<file path="config.mk">
export PLATFORM = sky130hd
export DESIGN_NAME = fcmp_flag_unit
export DESIGN_NICKNAME = d
export VERILOG_FILES = /design/src/rtl/fcmp_pkg.sv /design/src/rtl/fcmp_classify.sv /design/src/rtl/fcmp_order.sv /design/src/rtl/fcmp_cond.sv /design/src/rtl/fcmp_flag_unit.sv
export SDC_FILE = /design/constraint.sdc
export NUM_CORES = 1
export LEC_CHECK = 0
export ABC_AREA = 1
export CAP_MARGIN = 30
export CORE_MARGIN = 5
export CORE_UTILIZATION = 38
export CTS_CLUSTER_SIZE = 20
export DETAILED_ROUTE_END_ITERATION = 8
export PLACE_DENSITY = 0.77
export SLEW_MARGIN = 15
export SYNTH_ARGS = -nofsm -noshare
export SYNTH_HDL_FRONTEND = slang
export SYNTH_SLANG_ARGS = --single-unit
</file>
<file path="constraint.sdc">
create_clock -name clk -period 1.55 [get_ports clk]
set_input_delay 0.2325 -clock clk [delete_from_list [all_inputs] [get_ports clk]]
set_output_delay 0.2325 -clock clk [all_outputs]
set_load 0.1 [all_outputs]
</file>
<file path="src/rtl/fcmp_pkg.sv">
package fcmp_pkg;

    typedef enum logic [1:0] {
        REL_LT = 2'd0,
        REL_EQ = 2'd1,
        REL_GT = 2'd2,
        REL_UN = 2'd3
    } rel_e;

    typedef struct packed {
        logic n;
        logic z;
        logic c;
        logic v;
    } nzcv_t;

    typedef enum logic [3:0] {
        CC_EQ = 4'h0, CC_NE = 4'h1, CC_HS = 4'h2, CC_LO = 4'h3,
        CC_MI = 4'h4, CC_PL = 4'h5, CC_VS = 4'h6, CC_VC = 4'h7,
        CC_HI = 4'h8, CC_LS = 4'h9, CC_GE = 4'hA, CC_LT = 4'hB,
        CC_GT = 4'hC, CC_LE = 4'hD, CC_AL = 4'hE, CC_NV = 4'hF
    } cc_e;

    localparam nzcv_t FLAGS_RESET = '0;

    function automatic nzcv_t rel_to_flags(input rel_e r);
        nzcv_t f;
        f = '0;
        unique case (r)
            REL_LT: f.n = 1'b1;
            REL_EQ: begin
                f.z = 1'b1;
                f.c = 1'b1;
            end
            REL_GT: f.c = 1'b1;
            REL_UN: begin
                f.c = 1'b1;
                f.v = 1'b1;
            end
        endcase
        return f;
    endfunction

endpackage

</file>
<file path="src/rtl/fcmp_classify.sv">
module fcmp_classify #(
    parameter int unsigned EXP_W  = 8,
    parameter int unsigned FRAC_W = 23,
    localparam int unsigned MAG_W = EXP_W + FRAC_W,
    localparam int unsigned W     = 1 + MAG_W
) (
    input  logic [W-1:0]     op,
    output logic             sign,
    output logic [MAG_W-1:0] mag,
    output logic             is_nan,
    output logic             is_snan,
    output logic             is_zero
);
    logic [EXP_W-1:0]  exp_f;
    logic [FRAC_W-1:0] frac_f;

    always_comb begin
        sign    = op[W-1];
        mag     = op[MAG_W-1:0];
        exp_f   = op[MAG_W-1:FRAC_W];
        frac_f  = op[FRAC_W-1:0];
        is_nan  = (&exp_f) && (|frac_f);
        is_snan = is_nan && !frac_f[FRAC_W-1];
        is_zero = (mag == '0);
    end
endmodule

</file>
<file path="src/rtl/fcmp_order.sv">
module fcmp_order
    import fcmp_pkg::*;
#(
    parameter int unsigned EXP_W  = 8,
    parameter int unsigned FRAC_W = 23,
    localparam int unsigned MAG_W = EXP_W + FRAC_W,
    localparam int unsigned W     = 1 + MAG_W
) (
    input  logic [W-1:0] opd,
    input  logic [W-1:0] opm,
    output rel_e         rel,
    output logic         any_nan,
    output logic         any_snan
);
    logic [W-1:0]     ops     [2];
    logic             sgn     [2];
    logic [MAG_W-1:0] mg      [2];
    logic             nan_f   [2];
    logic             snan_f  [2];
    logic             zero_f  [2];

    assign ops[0] = opd;
    assign ops[1] = opm;

    for (genvar i = 0; i < 2; i++) begin : g_cls
        fcmp_classify #(.EXP_W(EXP_W), .FRAC_W(FRAC_W)) u_cls (
            .op      (ops[i]),
            .sign    (sgn[i]),
            .mag     (mg[i]),
            .is_nan  (nan_f[i]),
            .is_snan (snan_f[i]),
            .is_zero (zero_f[i])
        );
    end

    logic mag_gt;
    logic mag_eq;

    always_comb begin
        any_nan  = nan_f[0] | nan_f[1];
        any_snan = snan_f[0] | snan_f[1];
        mag_gt   = mg[0] > mg[1];
        mag_eq   = mg[0] == mg[1];
        if (any_nan)
            rel = REL_UN;
        else if (zero_f[0] && zero_f[1])
            rel = REL_EQ;
        else if (sgn[0] != sgn[1])
            rel = sgn[0] ? REL_LT : REL_GT;
        else if (mag_eq)
            rel = REL_EQ;
        else if (mag_gt ^ sgn[0])
            rel = REL_GT;
        else
            rel = REL_LT;
    end
endmodule

</file>
<file path="src/rtl/fcmp_cond.sv">
module fcmp_cond
    import fcmp_pkg::*;
(
    input  nzcv_t      f,
    input  logic [3:0] cc,
    output logic       pass
);
    always_comb begin
        unique case (cc_e'(cc))
            CC_EQ: pass = f.z;
            CC_NE: pass = !f.z;
            CC_HS: pass = f.c;
            CC_LO: pass = !f.c;
            CC_MI: pass = f.n;
            CC_PL: pass = !f.n;
            CC_VS: pass = f.v;
            CC_VC: pass = !f.v;
            CC_HI: pass = f.c && !f.z;
            CC_LS: pass = !f.c || f.z;
            CC_GE: pass = f.n == f.v;
            CC_LT: pass = f.n != f.v;
            CC_GT: pass = !f.z && (f.n == f.v);
            CC_LE: pass = f.z || (f.n != f.v);
            default: pass = 1'b1;
        endcase
    end
endmodule

</file>
<file path="src/rtl/fcmp_flag_unit.sv">
module fcmp_flag_unit
    import fcmp_pkg::*;
#(
    parameter int unsigned EXP_W  = 8,
    parameter int unsigned FRAC_W = 23,
    localparam int unsigned W     = 1 + EXP_W + FRAC_W
) (
    input  logic         clk,
    input  logic         rst,
    input  logic         start,
    input  logic         signal_any_nan,
    input  logic [W-1:0] opd,
    input  logic [W-1:0] opm,
    input  logic [3:0]   cc,
    input  logic         clr_sticky,
    output logic [3:0]   flags,
    output logic         invalid_pulse,
    output logic         invalid_sticky,
    output logic         cond_pass
);
    rel_e  rel;
    logic  any_nan;
    logic  any_snan;
    logic  inv_now;
    nzcv_t flags_q;
    logic  pulse_q;
    logic  sticky_q;

    fcmp_order #(.EXP_W(EXP_W), .FRAC_W(FRAC_W)) u_order (
        .opd      (opd),
        .opm      (opm),
        .rel      (rel),
        .any_nan  (any_nan),
        .any_snan (any_snan)
    );

    assign inv_now = start && (signal_any_nan ? any_nan : any_snan);

    always_ff @(posedge clk) begin
        if (rst) begin
            flags_q  <= FLAGS_RESET;
            pulse_q  <= 1'b0;
            sticky_q <= 1'b0;
        end else begin
            if (start)
                flags_q <= rel_to_flags(rel);
            pulse_q  <= inv_now;
            sticky_q <= (sticky_q && !clr_sticky) || inv_now;
        end
    end

    fcmp_cond u_cond (
        .f    (flags_q),
        .cc   (cc),
        .pass (cond_pass)
    );

    assign flags          = flags_q;
    assign invalid_pulse  = pulse_q;
    assign invalid_sticky = sticky_q;
endmodule

</file>
==> flow_metrics.py <==
metrics = {
    "sta": {
        "max_slew_margin_pct": 83.8,
        "max_freq_mhz": 531,
        "worst_pin_slew_ns": 0.240,
        "setup_slack_ns": -0.333,
        "rsz0062_at_grt": "true",
        "skew_ns": 0,
        "hold_viol_final": 0,
        "post-route-period-util_pct": 122,
        "setup_violations": 4,
        "drv_slew": 0,
        "finalCriticalPeriod_ns": 1.88,
    },
    "clocking": {
        "clk_latency_ns": 0.23,
        "cts.sinks": 6,
        "cts_made_buffers": 3,
        "htree_num_levels": 1,
        "clockBufferDepth": 2,
        "cts_tree": "done",
        "clock-root-buffer": "clkbuf_8",
        "cts.reportedPaths.clkPinSlew_ns": 0.04,
    },
    "synthesis": {
        "synthesis.area_sq_mm": 0.00174,
        "synth-seq-area-share_pct": 6.91,
        "syn_inst": 311,
        "synth_seq_cells": 6,
        "ys_types": 27,
        "syn_area_per_cell_sq_um": 5.59,
        "yosys_warnings": 0,
        "syn_nets": 415,
    },
    "route": {
        "drt_wl_total_um": 8300,
        "vias": 2767,
        "vias_per_cell": 5.43,
        "firstDrtPassIters": 5,
        "route.detailed.drc": 0,
        "avgRoutedWirePerCell_um": 16.3,
        "drt_iter0_markers": 179,
        "ant_nets": 0,
    },
    "global_routing": {
        "grt_max_degree": 5,
        "grt_pass1_vias": 2844,
        "grt_pass1_wl_um": 12200,
        "grt_overflow": 0,
        "antenna_found_initial": 0,
        "grt.total_usage_pct": 23.9,
    },
    "place": {
        "portBuffers": 79,
        "dp_cells": 486,
        "gp_congestion": 0.860,
        "place_ws_ns": -0.628,
        "dp.final_hpwl_um": 5190,
    },
    "finish": {
        "fill_cells": 272,
        "fin_nets": 563,
        "syn_to_final_growth_pct": 107,
        "drive_above_1_share_pct": 57.2,
        "diodes": 0,
        "utilization_pct": 81.9,
        "stdcell_count": 510,
    },
    "pwr": {
        "ir_drop_mv": 0.454,
        "p_leak_nw": 1.72,
        "power.density_mw_per_mm2": 422,
    },
    "floorplanning": {
        "rows": 24,
        "core_sq_mm": 0.00438,
        "ios": 80,
        "start_util_pct": 39.6,
        "die_height_um": 77.6,
        "die_w_um": 77.6,
        "dieArea_sq_mm": 0.00603,
    },
    "critical_path": {
        "crit_path_end_kind": "output pin",
        "crit_path_start_kind": "flip-flop",
        "crit_arrival_ns": 1.65,
        "cp_top_family": "simple AND/OR/NAND/NOR gates",
        "worstSetupPathType": "reg -> out",
        "max_stage_delay_ns": 0.34,
        "worstPathRequired_ns": 1.32,
        "path_cells": "xor2_2 > o21ai_1 > nand2_1 > nand2_1 > nand2_1 > o21ai_1 > nand2_1 > o221ai_4 > buf_12",
        "cp_max_fo": 2,
        "cp_num_buf_inv": 1,
        "cp_slowest_cell": "dfxtp_4",
        "path_common_cell": "nand2_1",
    },
    "worst_hold_path": {
        "hp-class": "in -> reg",
    },
    "run": {
        "maxCapViolations": 0,
    },
    "run_status": {
        "outcome": "finished with violations",
        "violations": "negative setup slack",
    },
}
-- logic make-up (layout without fill, tap and decap cells) --
| group | Yosys count | after routing | share of synthesized area [%] |
|---|---|---|---|
| adder cells (fa/ha/maj) | 31 | 31 | 22.3 |
| buffers and inverters | 63 | 210 | 13.6 |
| AO/OA/AOI/OAI | 25 | 25 | 8.14 |
| flip-flops | 6 | 6 | 6.91 |
| AND/OR/NAND/NOR | 182 | 182 | 47.0 |
| XOR/XNOR | 4 | 4 | 2.02 |
-- path summary, 6_finish.rpt --
path / startpoint / cells after the start / slack (ns) / endpoint
hold / removal: opm[22] / 4 / 0.42 / invalid_pulse
hold reg to reg: flags[2] / 2 / 0.51 / flags[2]
setup / recovery: flags[0] / 9 / -0.33 / cond_pass
setup reg to reg: flags[3] / 3 / 0.67 / flags[3]
-- layout by cell type (no fill, tap or decap), drive strengths merged --
cell,netlist,final
buf,0,104
nand2,89,89
inv,63,63
nor2,48,48
ha,31,31
clkbuf,0,29
nand3,19,19
nand4,17,17
a21oi,13,13
clkdlybuf4s50,0,7
o21ai,7,7
dfxtp,6,6
nor3,5,5
clkdlybuf4s15,0,4
dlygate4sd2,0,3
xor2,3,3
a21o,2,2
o221ai,1,1
o22ai,1,1
nand3b,1,1
and2b,1,1
nor2b,1,1
o211ai,1,1
or2,1,1
xnor2,1,1
-- cells in the mapped netlist --
cell type / count / share of area, %
nand2_1: 84 / 18
inv_1: 62 / 13
nor2_1: 46 / 9.9
ha_1: 31 / 22
nand4_1: 16 / 5.8
nand3_1: 15 / 4.3
a21oi_1: 12 / 3.5
o21ai_0: 7 / 2.0
dfxtp_1: 6 / 6.9
nand2_2: 5 / 1.8
nand3_2: 4 / 2.3
nor3_1: 4 / 1.2
xor2_1: 3 / 1.5
a21o_1: 2 / 0.86
nor2_2: 2 / 0.72
a21oi_2: 1 / 0.50
and2b_1: 1 / 0.43
inv_2: 1 / 0.22
nand3b_1: 1 / 0.43
nand4_2: 1 / 0.72
nor2b_1: 1 / 0.36
nor3_2: 1 / 0.58
o211ai_1: 1 / 0.43
o221ai_1: 1 / 0.50
o22ai_1: 1 / 0.36
or2_0: 1 / 0.36
xnor2_1: 1 / 0.50
-- power by group --
group | switching [mW] | internal (mW) | total [mW]
Sequential | 0.00790 | 0.158 | 0.166
Clock | 0.0809 | 0.178 | 0.259
Combinational | 0.558 | 0.533 | 1.09
-- worst reg2reg max path, cell delays in order (launching register included) --
cell and delay (ns):
dfxtp_4 0.34, buf_4 0.15, o21ai_0 0.22, nor2_2 0.05
-- sequential cells by signal (all words and copies together) (netlist names) --
name / cells
invalid_pulse: 1
flags: 4
invalid_sticky: 1
-- layer usage --
metal	part of all wire (%)	vias up	GRT usage [%]
met5	0	-	0
met4	4.1	0	6.36
met3	6.5	46	4.40
met2	52	155	46.3
met1	37	1272	26.0
li1	-	1294	-
-- repair_timing --
action	in CTS	in global routing
hold buffers	0	0
setup buffers	16	5
setup endpoints to repair	7	6
pin swaps	68	73
resized for setup	257	99
-- metrics by stage --
step	power (mW)	TNS [ns]	cell area (sq um)	hold WS, ns
2_1_floorplan	0.549	-0.260	1770	0.286
3_3_place_gp	0.958	-2.93	3030	0.515
3_5_place_dp	0.975	-3.17	3030	0.519
4_1_cts	1.39	-0.230	3550	0.411
5_1_grt	1.60	-0.781	3590	0.450
6_report	1.52	-0.520	3590	0.419
-- layout make-up --
| class | instances | area (sq um) | share of cell area, % |
|---|---|---|---|
| timing repair buffer | 143 | 1110 | 31.0 |
| sequential | 6 | 135 | 3.76 |
| multi-input combinational | 242 | 1990 | 55.3 |
| inverter | 63 | 246 | 6.86 |
| clock buffer | 4 | 45.0 | 1.25 |
| tap | 52 | 65.1 | 1.81 |
Power figures use the tool's default switching activity.
